File: config.mk
export PLATFORM = sky130hd
export DESIGN_NAME = adc_reader
export DESIGN_NICKNAME = d
export VERILOG_FILES = /design/src/rtl/adc_reader_pkg.sv /design/src/rtl/adc_reader_ctl.sv /design/src/rtl/adc_reader_dp.sv /design/src/rtl/adc_reader.sv
export SDC_FILE = /design/constraint.sdc
export NUM_CORES = 1
export LEC_CHECK = 0
export CORE_MARGIN = 3
export CORE_UTILIZATION = 62
export CTS_CLUSTER_SIZE = 28
export DETAILED_ROUTE_END_ITERATION = 8
export PLACE_DENSITY = 0.85
export SLEW_MARGIN = 20
export SYNTH_ARGS = -nofsm -noshare
export SYNTH_HDL_FRONTEND = slang
export SYNTH_HIERARCHICAL = 1
export SYNTH_SLANG_ARGS = --single-unit
export TNS_END_PERCENT = 30
File: constraint.sdc
create_clock -name clk -period 5.4 [get_ports clk]
set_clock_uncertainty 0.05 [all_clocks]
set_input_delay 0.54 -clock clk [delete_from_list [all_inputs] [get_ports clk]]
set_output_delay 0.54 -clock clk [all_outputs]
set_load 0.01 [all_outputs]
File: src/rtl/adc_reader_pkg.sv
package adc_reader_pkg;

  // Strobes from the sequencer to the pin/shift datapath
  typedef struct packed {
    logic convLevel;  // level the convert pin takes next cycle
    logic sckLevel;   // level the serial clock takes next cycle
    logic capBit;     // sample sdo at this edge
    logic lastBit;    // this capture completes the word
  } dpCtl_t;

  typedef enum logic [3:0] {
    ST_IDLE,
    ST_CONVERT,
    ST_SETUP,
    ST_SCK_HI,
    ST_SCK_LO,
    ST_QUIET,
    ST_PWR_HI,
    ST_PWR_LO,
    ST_DOWN,
    ST_WAKE_HI,
    ST_WAKE_LO,
    ST_WAKE_WAIT
  } ctlState_t;

  function automatic int unsigned maxOf(input int unsigned a, input int unsigned b);
    return (a > b) ? a : b;
  endfunction

endpackage

File: src/rtl/adc_reader_ctl.sv
module adc_reader_ctl
  import adc_reader_pkg::*;
#(
  parameter int unsigned DATA_W         = 14,
  parameter int unsigned PER_W          = 16,
  parameter int unsigned CONV_CYC       = 260,
  parameter int unsigned ACQ_CYC        = 140,
  parameter int unsigned SETUP_CYC      = 2,
  parameter int unsigned SCK_HALF       = 5,
  parameter int unsigned QUIET_CYC      = 3,
  parameter int unsigned PULSE_CYC      = 2,
  parameter int unsigned WAKE_SLEEP_CYC = 220000,
  parameter int unsigned NAP_PULSES     = 2,
  parameter int unsigned SLEEP_PULSES   = 4
) (
  input  logic             clk,
  input  logic             rstN,
  input  logic             runEn,
  input  logic [PER_W-1:0] periodCyc,
  input  logic             napReq,
  input  logic             sleepReq,
  input  logic             wakeReq,
  output dpCtl_t           dpCtl,
  output logic             busy
);

  // Shortest period the sequence itself can achieve, and the one the converter needs
  localparam int unsigned READ_CYC = CONV_CYC + SETUP_CYC + (DATA_W - 1) * 2 * SCK_HALF + QUIET_CYC + 1;
  localparam int unsigned MIN_PER  = maxOf(CONV_CYC + ACQ_CYC, READ_CYC);
  localparam int unsigned TMR_MAX  = maxOf(maxOf(maxOf(CONV_CYC, SETUP_CYC), maxOf(SCK_HALF, QUIET_CYC)),
                                           maxOf(PULSE_CYC, WAKE_SLEEP_CYC));
  localparam int unsigned TMR_W    = $clog2(TMR_MAX + 1);
  localparam int unsigned BIT_W    = $clog2(DATA_W);
  localparam int unsigned PLS_W    = $clog2(maxOf(NAP_PULSES, SLEEP_PULSES) + 1);
  localparam logic [PER_W-1:0] MIN_PER_V = PER_W'(MIN_PER);
  localparam logic [PER_W-1:0] PER_SAT   = {PER_W{1'b1}};

  ctlState_t        state, stateN;
  logic [TMR_W-1:0] tmr, tmrN;
  logic [BIT_W-1:0] bitCnt, bitCntN;
  logic [PLS_W-1:0] pulseLeft, pulseLeftN;
  logic             sleepMode, sleepModeN;
  logic [PER_W-1:0] perCnt, perCntN;
  logic [PER_W-1:0] effPeriod;
  logic             tmrDone;
  logic             convDue;

  assign effPeriod = (periodCyc < MIN_PER_V) ? MIN_PER_V : periodCyc;
  assign tmrDone   = (tmr == '0);
  assign convDue   = runEn && (perCnt >= effPeriod);

  always_comb begin
    stateN     = state;
    tmrN       = tmrDone ? tmr : tmr - 1'b1;
    bitCntN    = bitCnt;
    pulseLeftN = pulseLeft;
    sleepModeN = sleepMode;
    perCntN    = (perCnt != PER_SAT) ? perCnt + 1'b1 : perCnt;
    unique case (state)
      ST_IDLE: begin
        if (sleepReq) begin
          stateN     = ST_PWR_HI;
          tmrN       = TMR_W'(PULSE_CYC - 1);
          pulseLeftN = PLS_W'(SLEEP_PULSES - 1);
          sleepModeN = 1'b1;
        end else if (napReq) begin
          stateN     = ST_PWR_HI;
          tmrN       = TMR_W'(PULSE_CYC - 1);
          pulseLeftN = PLS_W'(NAP_PULSES - 1);
          sleepModeN = 1'b0;
        end else if (convDue) begin
          stateN  = ST_CONVERT;
          tmrN    = TMR_W'(CONV_CYC - 1);
          perCntN = PER_W'(1);
        end
      end
      ST_CONVERT: if (tmrDone) begin
        stateN = ST_SETUP;
        tmrN   = TMR_W'(SETUP_CYC - 1);
      end
      ST_SETUP: if (tmrDone) begin
        stateN  = ST_SCK_HI;
        tmrN    = TMR_W'(SCK_HALF - 1);
        bitCntN = BIT_W'(DATA_W - 2);
      end
      ST_SCK_HI: if (tmrDone) begin
        stateN = ST_SCK_LO;
        tmrN   = TMR_W'(SCK_HALF - 1);
      end
      ST_SCK_LO: if (tmrDone) begin
        if (bitCnt == '0) begin
          stateN = ST_QUIET;
          tmrN   = TMR_W'(QUIET_CYC - 1);
        end else begin
          stateN  = ST_SCK_HI;
          tmrN    = TMR_W'(SCK_HALF - 1);
          bitCntN = bitCnt - 1'b1;
        end
      end
      ST_QUIET: if (tmrDone) stateN = ST_IDLE;
      ST_PWR_HI: if (tmrDone) begin
        stateN = ST_PWR_LO;
        tmrN   = TMR_W'(PULSE_CYC - 1);
      end
      ST_PWR_LO: if (tmrDone) begin
        if (pulseLeft == '0) begin
          stateN = ST_DOWN;
        end else begin
          stateN     = ST_PWR_HI;
          tmrN       = TMR_W'(PULSE_CYC - 1);
          pulseLeftN = pulseLeft - 1'b1;
        end
      end
      ST_DOWN: if (wakeReq) begin
        stateN = ST_WAKE_HI;
        tmrN   = TMR_W'(SCK_HALF - 1);
      end
      ST_WAKE_HI: if (tmrDone) begin
        stateN = ST_WAKE_LO;
        tmrN   = TMR_W'(SCK_HALF - 1);
      end
      ST_WAKE_LO: if (tmrDone) begin
        if (sleepMode) begin
          stateN = ST_WAKE_WAIT;
          tmrN   = TMR_W'(WAKE_SLEEP_CYC - 1);
        end else begin
          stateN = ST_IDLE;
        end
      end
      ST_WAKE_WAIT: if (tmrDone) stateN = ST_IDLE;
      default: stateN = ST_IDLE;
    endcase
  end

  always_ff @(posedge clk) begin
    if (!rstN) begin
      state     <= ST_IDLE;
      tmr       <= '0;
      bitCnt    <= '0;
      pulseLeft <= '0;
      sleepMode <= 1'b0;
      perCnt    <= PER_SAT;
    end else begin
      state     <= stateN;
      tmr       <= tmrN;
      bitCnt    <= bitCntN;
      pulseLeft <= pulseLeftN;
      sleepMode <= sleepModeN;
      perCnt    <= perCntN;
    end
  end

  always_comb begin
    dpCtl.convLevel = (state == ST_CONVERT) || (state == ST_PWR_HI);
    dpCtl.sckLevel  = (state == ST_SCK_HI) || (state == ST_WAKE_HI);
    dpCtl.capBit    = tmrDone && ((state == ST_SETUP) || (state == ST_SCK_LO));
    dpCtl.lastBit   = (state == ST_SCK_LO) && (bitCnt == '0);
  end

  assign busy = (state != ST_IDLE) && (state != ST_DOWN);


  wake_when_awake_chk: assert property (@(posedge clk) disable iff (!rstN)
    (state == ST_IDLE && wakeReq) |=> (state != ST_WAKE_HI));


  no_cmd_midread_chk: assert property (@(posedge clk) disable iff (!rstN)
    ((state == ST_CONVERT || state == ST_SCK_HI) && (napReq || sleepReq)) |=> (state != ST_PWR_HI));


  down_holds_chk: assert property (@(posedge clk) disable iff (!rstN)
    (state == ST_DOWN && !wakeReq) |=> (state == ST_DOWN));

endmodule

File: src/rtl/adc_reader_dp.sv
module adc_reader_dp
  import adc_reader_pkg::*;
#(
  parameter int unsigned DATA_W = 14
) (
  input  logic              clk,
  input  logic              rstN,
  input  dpCtl_t            dpCtl,
  input  logic              sdo,
  output logic              conv,
  output logic              sck,
  output logic [DATA_W-1:0] sample,
  output logic              sampleValid
);

  logic [DATA_W-2:0] shiftQ;

  always_ff @(posedge clk) begin
    if (!rstN) begin
      conv        <= 1'b0;
      sck         <= 1'b0;
      shiftQ      <= '0;
      sample      <= '0;
      sampleValid <= 1'b0;
    end else begin
      conv        <= dpCtl.convLevel;
      sck         <= dpCtl.sckLevel;
      sampleValid <= 1'b0;
      if (dpCtl.capBit) begin
        if (dpCtl.lastBit) begin
          sample      <= {shiftQ, sdo};
          sampleValid <= 1'b1;
        end else begin
          shiftQ <= {shiftQ[DATA_W-3:0], sdo};
        end
      end
    end
  end


  valid_in_acq_chk: assert property (@(posedge clk) disable iff (!rstN)
    sampleValid |-> (!conv && !sck));

endmodule

File: src/rtl/adc_reader.sv
module adc_reader
  import adc_reader_pkg::*;
#(
  parameter int unsigned DATA_W         = 14,
  parameter int unsigned PER_W          = 16,
  parameter int unsigned CONV_CYC       = 260,
  parameter int unsigned ACQ_CYC        = 140,
  parameter int unsigned SETUP_CYC      = 2,
  parameter int unsigned SCK_HALF       = 5,
  parameter int unsigned QUIET_CYC      = 3,
  parameter int unsigned PULSE_CYC      = 2,
  parameter int unsigned WAKE_SLEEP_CYC = 220000,
  parameter int unsigned NAP_PULSES     = 2,
  parameter int unsigned SLEEP_PULSES   = 4
) (
  input  logic              clk,
  input  logic              rstN,
  input  logic              runEn,
  input  logic [PER_W-1:0]  periodCyc,
  input  logic              napReq,
  input  logic              sleepReq,
  input  logic              wakeReq,
  input  logic              sdo,
  output logic              conv,
  output logic              sck,
  output logic [DATA_W-1:0] sample,
  output logic              sampleValid,
  output logic              busy
);

  dpCtl_t dpCtl;

  adc_reader_ctl #(
    .DATA_W(DATA_W), .PER_W(PER_W), .CONV_CYC(CONV_CYC), .ACQ_CYC(ACQ_CYC),
    .SETUP_CYC(SETUP_CYC), .SCK_HALF(SCK_HALF), .QUIET_CYC(QUIET_CYC),
    .PULSE_CYC(PULSE_CYC), .WAKE_SLEEP_CYC(WAKE_SLEEP_CYC),
    .NAP_PULSES(NAP_PULSES), .SLEEP_PULSES(SLEEP_PULSES)
  ) u_ctl (
    .clk(clk), .rstN(rstN), .runEn(runEn), .periodCyc(periodCyc),
    .napReq(napReq), .sleepReq(sleepReq), .wakeReq(wakeReq),
    .dpCtl(dpCtl), .busy(busy)
  );

  adc_reader_dp #(.DATA_W(DATA_W)) u_dp (
    .clk(clk), .rstN(rstN), .dpCtl(dpCtl), .sdo(sdo),
    .conv(conv), .sck(sck), .sample(sample), .sampleValid(sampleValid)
  );


  sck_parked_chk: assert property (@(posedge clk) disable iff (!rstN)
    conv |-> !sck);


  busy_with_conv_chk: assert property (@(posedge clk) disable iff (!rstN)
    conv |-> busy);


  valid_pulse_chk: assert property (@(posedge clk) disable iff (!rstN)
    sampleValid |=> !sampleValid);


  reset_quiet_chk: assert property (@(posedge clk)
    $past(!rstN) |-> (!conv && !sck && !sampleValid));

endmodule

==> results of run 1 <==
placed cells by master, fill, tap and decap left out, types with 13 or more instances in the layout:
master           synthesis  routed
nor3_1                  23      23
nand2_1                 65      65
inv_1                   22      22
mux2i_1                 34      34
o21ai_1                 16      16
dfxtp_1                 76      76
o21ai_0                 29      29
clkdlybuf4s50_1          0      39
ha_1                    23      23
xnor2_1                 14      14
nor2_1                  31      31
a21oi_1                 28      28
nand3_1                 13      13
power by group:
part / internal [W] / switching [W] / leakage, nW
clock network: 0.000174 / 0.000230 / 0.0886
registers: 0.000679 / 0.000182 / 0.619
logic: 0.000631 / 0.000881 / 1.21
registers in the layout, summed over array words and instances, names as in the netlist:
signal and flops:
u_ctl/tmr 18, u_ctl/perCnt 16, u_dp/sample 14, u_dp/shiftQ 13, u_ctl/bitCnt 4, u_ctl/state 4, u_ctl/pulseLeft 3, u_ctl/sleepMode 1
u_dp/conv 1, u_dp/sampleValid 1, u_dp/sck 1
worst max-delay path, stage by stage:
cell             delay [ps]
clkdlybuf4s50_1         430
nor4_1                  530
nand3_1                 330
and2_1                  260
ha_1                    260
nand2b_1                140
a2111o_1                420
a32o_1                  270
o21ai_1                 270
nor2_1                  300
o41a_1                  470
cells by family (layout without fill, tap and decap cells):
family | count (synthesis) | after routing | synth area share [%]
AND/OR/NAND/NOR | 202 | 202 | 24.01
AO/OA/AOI/OAI | 128 | 128 | 18.47
flip-flops | 76 | 76 | 33.99
buffers and inverters | 49 | 83 | 4.947
multiplexers | 35 | 35 | 7.854
adder cells (fa/ha/maj) | 23 | 23 | 6.428
XOR/XNOR | 22 | 22 | 4.304
final cells by class:
type	instances	share of cell area [%]
clock buffers	9	2.449
clock inverters	7	1.138
inverters	26	1.930
multi-input cells	410	54.06
flip-flops and latches	76	30.08
well taps	96	2.375
repair buffers	41	7.966
path summary, 6_finish.rpt:
kind                                      start               to  slack [ps]  cells after the start
worst min-delay path            u_dp/sample[13]  u_dp/sample[13]         410                      2
worst max-delay path              periodCyc[10]     u_ctl/tmr[1]        1350                     11
worst min register to register  u_dp/sample[13]  u_dp/sample[13]         410                      2
worst max register to register     u_ctl/tmr[0]  u_dp/shiftQ[11]        2060                     10
layer usage:
metal	share of wire (%)	GRT usage, %	vias up
li1	-	-	2005
met1	43	32.34	1883
met2	48	42.67	166
met3	6.8	5.551	23
met4	2.2	8.668	0
met5	0	0	-
stage by stage:
| stage | util, % | power [W] | hold WS (ps) | instance area, um2 |
|---|---|---|---|---|
| after floorplan | - | 0.002047 | 392.8 | 4477 |
| after global placement | 70.60 | 0.002302 | 390.7 | 4876 |
| after detailed placement | 70.60 | 0.002352 | 397.7 | 4876 |
| after CTS | 73.22 | 0.002765 | 414.1 | 5057 |
| after global routing | 73.22 | 0.002994 | 441.8 | 5057 |
| final | 73.22 | 0.002777 | 414.1 | 5057 |
==> metrics.txt, run 1 <==
status finished, final reports clean; Final ANT Viol Nets 0; Cells after Synth around 540; Worst-path clk slew 80 ps; Async SR Flop Fraction 0%; drt pass-1 iters 5; initial drt markers 265; Mean Syn Cell Area 8.368 um2; Yosys top cell area share about 34%; CTS root buf clkbuf_8; clk_lat worst skew between 300 and 400 ps; chip width 90.98 um; final hold vios 0; placed cell count 649; RSZ-0062 raised after global routing no; Total Wirelength 10.43 mm; Die H 90.98 um; top post-synthesis cells by area dfxtp_1 (34%), mux2i_1 (7.6%), ha_1 (6.4%); Final Slew Violations 0; Setup TNS 0 ps; Inserted Diodes 0; vias in the first global route 3712; routability congestion estimate 0.9149; flops & latches, synth 76; post-CTS resize count 0; part of the cycle the worst path needs 74.94%; vias post-DR 4077; critical path startpoint category primary input; Post-synth EDFFs 0; CTS tree yes; Area Growth Syn to Fin 12.97%; drt via density around 6; Longest Clk Path Bufs 2; Register Area 0.001521 mm2; unique cell type count in the Yosys netlist 69; type of the tightest min-delay check reg2reg; worst slew pin tran around 990 ps; Fillers roughly 560; minimum clock period 4047 ps; Overflow after GRT 0; # hold bufs at CTS 0; core footprint 0.006907 mm2; H-tree depth 3; f_max 247.1 MHz; critical path class in2reg; Max IR drop VDD 0.4725 mV; starting density of the core 64.82%; Cell Area, Synth 0.004477 mm2; Routed WL per cell 15.68 um; pwr dens 549.2 mW/mm2; Top Ports 41; post-place setup slack 1029 ps; syn_nets 581; share of cells above drive strength 1 6.503%; Max Cap Viol 0; GRT Total Usage 25.45%; largest net degree at the start of global routing 63; final worst-path setup slack approximately 1400 ps; Rows 30; sequential fraction of the synthesis area about a third; Post-CTS Repair Setup Buffers 0; ys flop type dfxtp_1; CTS Sinks 76; Die ar. 0.008276 mm2; # port buffers 40; initial antenna violation count 0; # DRC 0; Syn. warnings 6; Post-synth top cells dfxtp_1 (76), nand2_1 (65), mux2i_1 (34); Setup-failing EPs final 0; first-pass GRT wire length 17.33 mm; Post-Layout Cell Count around 670; leakage power total between 1.5 and 2 nW; Synth area leader dfxtp_1; HPWL Detailed about 7.4 mm; Worst Setup End Kind register; final net count ~600; Critical Path AT 4230 ps; CTS buffer count 9; critical path peak fanout 18; Max-slew headroom between 30% and 40%; area of the multi-input gates 0.002734 mm2; count leader, synth dfxtp_1; WP data required about 5600 ps
No activity file was read; power rests on OpenSTA's default activity.
==> run 2: changes to the inputs <==
--- a/config.mk
+++ b/config.mk
@@ -6,10 +6,10 @@
 export NUM_CORES = 1
 export LEC_CHECK = 0
 export CORE_MARGIN = 3
-export CORE_UTILIZATION = 62
+export CORE_UTILIZATION = 52
 export CTS_CLUSTER_SIZE = 28
 export DETAILED_ROUTE_END_ITERATION = 8
-export PLACE_DENSITY = 0.85
+export PLACE_DENSITY = 0.76
 export SLEW_MARGIN = 20
 export SYNTH_ARGS = -nofsm -noshare
 export SYNTH_HDL_FRONTEND = slang
==> constraint.sdc (replaced) <==
create_clock -name clk -period 3.5 [get_ports clk]
set_clock_uncertainty 0.05 [all_clocks]
set_input_delay 0.35 -clock clk [delete_from_list [all_inputs] [get_ports clk]]
set_output_delay 0.35 -clock clk [all_outputs]
set_load 0.01 [all_outputs]
==> run 2 against run 1 <==
Power up 62%. Combinational power up 63%. Non-clock buffer count up 15. Clock-buffer cell count unchanged. Largest power group unchanged. Highest routed layer unchanged.
==> metrics.txt, run 2 (synthesized netlist as in run 1, its figures left out) <==
Die ar. 0.009758 mm2 (+18%); area of the multi-input gates 0.002749 mm2 (+0.55%); share of cells above drive strength 1 9.075% (+2.6 points); RSZ-0062 raised after global routing no; CTS root buf clkbuf_8; CTS Sinks 76 (unchanged); max FFs per register 18 (unchanged); Longest Clk Path Bufs 2 (unchanged); H-tree depth 3 (unchanged); Top Registers u_ctl/tmr x18, u_ctl/perCnt x16, u_dp/sample x14; Overflow after GRT 0 (unchanged); Max Cap Viol 0 (unchanged); Routed WL per cell 16.00 um (+2.0%); Fillers 753 (+34%); leakage power total 2.004 nW (+4.6%); Inserted Diodes 0 (unchanged); worst slew pin tran 1057 ps (+68.22 ps); Max IR drop VDD 0.6980 mV (+48%); r2r setup slk 420 ps (-1640 ps); Sw Share 45.86% (-0.70 points); initial drt markers 186 (-30%); Total Wirelength 11.02 mm (+5.7%); Die H 98.79 um (+8.6%); Post-CTS Repair Setup Buffers 0 (unchanged); final core occ 62.91% (-10 points); commonest non-fill, non-tap cell in the layout dfxtp_1; critical path peak fanout 6 (-12); first-pass GRT wire length 18.31 mm (+5.7%); chip width 98.79 um (+8.6%); HPWL Detailed 7.714 mm (+4.2%); routability congestion estimate 0.8892 (-2.8%); largest net degree at the start of global routing 62 (-1.6%); type of the tightest min-delay check reg2reg; GRT Total Usage 22.89% (-2.6 points); Post-Layout Cell Count 689 (+3.6%); CTS buffer count 9 (unchanged); status finished, final reports clean; clk_lat worst skew 360 ps (about the same); Comb pwr share 54.8% (+0.3 points); Register Area 0.001521 mm2 (unchanged); Sw Pwr 0.002060 W (+59%); pwr dens 860.4 mW/mm2 (+57%); Worst Setup End Kind register; Worst setup startpoint periodCyc[6]; # port buffers 40 (unchanged); worst hold start u_dp/sample[1]; Top Ports 41 (unchanged); minimum clock period around 3300 ps; Critical Path AT 3510 ps (-720 ps); WP data required 3700 ps (-1880 ps); Final Slew Violations 0 (unchanged); internal power 0.002432 W (+64%); Top reg by flops u_ctl/tmr; Fin Hold WS 412.5 ps (-1.641 ps); PnR Total Power 0.004492 W (+62%); drt pass-1 iters 5 (unchanged); CTS tree yes; Worst-path clk slew 90 ps (about the same); R2R Path Start u_ctl/tmr[0]; placed cell count 673 (+3.7%); # DRC 0 (unchanged); Setup-failing EPs final 0 (unchanged); Rows 33 (+10%); Final ANT Viol Nets 0 (unchanged); vias in the first global route 3906 (+5.2%); Max-slew headroom 28.85% (-5.0 points); critical path startpoint category primary input; initial antenna violation count 0 (unchanged); register share of total power 29.4% (-1.6 points); vias post-DR 4147 (+1.7%); final net count 625 (+2.5%); drt via density 6.019 (-1.8%); part of the cycle the worst path needs 94.34%; f_max between 300 and 400 MHz; commonest cells after routing, fill and taps aside dfxtp_1 (76), nand2_1 (65), clkdlybuf4s50_1 (39); final hold vios 0 (unchanged); Area Growth Syn to Fin 16.63%; core footprint 0.008299 mm2 (+20%); starting density of the core 53.94% (-11 points); Clk pwr share 15.8% (+1.2 points); Setup TNS 0 ps (unchanged); critical path class in2reg
[run 2: power groups by stage]
stage	clock network (W)	logic, W	registers, W
floorplan	0	0.00194	0.00122
global placement	0	0.00234	0.00132
detailed placement	0	0.00241	0.00133
CTS	0.000721	0.00244	0.00131
global route	0.000759	0.00274	0.00135
finish	0.000711	0.00246	0.00132
[run 2: worst max-delay path: stages]
cell and delay [ps]:
clkdlybuf4s50_1 430, o311ai_1 380, nand3_1 120, buf_4 180, and2_1 150, ha_1 260, nand2b_1 150, a2111o_1 420
a32o_1 270, o21ai_1 170, buf_4 150, a211oi_1 60, buf_4 170, nor3_1 240
[run 2: cell type report]
class | instances | area share, %
Inverter | 26 | 1.869
Timing Repair Buffer | 56 | 9.873
Clock buffer | 9 | 2.372
Sequential cell | 76 | 29.14
Multi-Input combinational cell | 410 | 52.65
Tap cell | 105 | 2.516
Clock inverter | 7 | 1.582
[run 2: routing by layer]
metal  share of wire (%)  vias to the layer above  global-route usage, %  routed length [um]
li1                    -                     2037                      -                   -
met1                  45                     1950                  30.01                4912
met2                  48                      141                  37.40                5246
met3                 6.0                       19                  4.388                 663
met4                 1.8                        0                  8.508                 201
met5                   0                        -                      0                   0
[run 2: final timing paths]
path,endpoint,depth (start not counted)
worst max-delay path,u_ctl/tmr[5],14
worst min-delay path,u_dp/sample[1],2
worst max register to register,u_dp/shiftQ[9],11
worst min register to register,u_dp/sample[1],2
[run 2: repair_timing]
item,4_1_cts,5_1_grt
endpoints found under the setup margin,0,16
endpoints found under the hold margin,0,0
gates resized for setup,0,3
hold buffers,0,0
[run 2: through the flow]
step / setup slack (ps) / area [um2]
after floorplan: 224.2 / 4477
after global routing: 0.8360 / 5221
after detailed placement: -223.9 / 5000
final: 198.2 / 5221
after CTS: 127.6 / 5206
after global placement: -76.95 / 5000
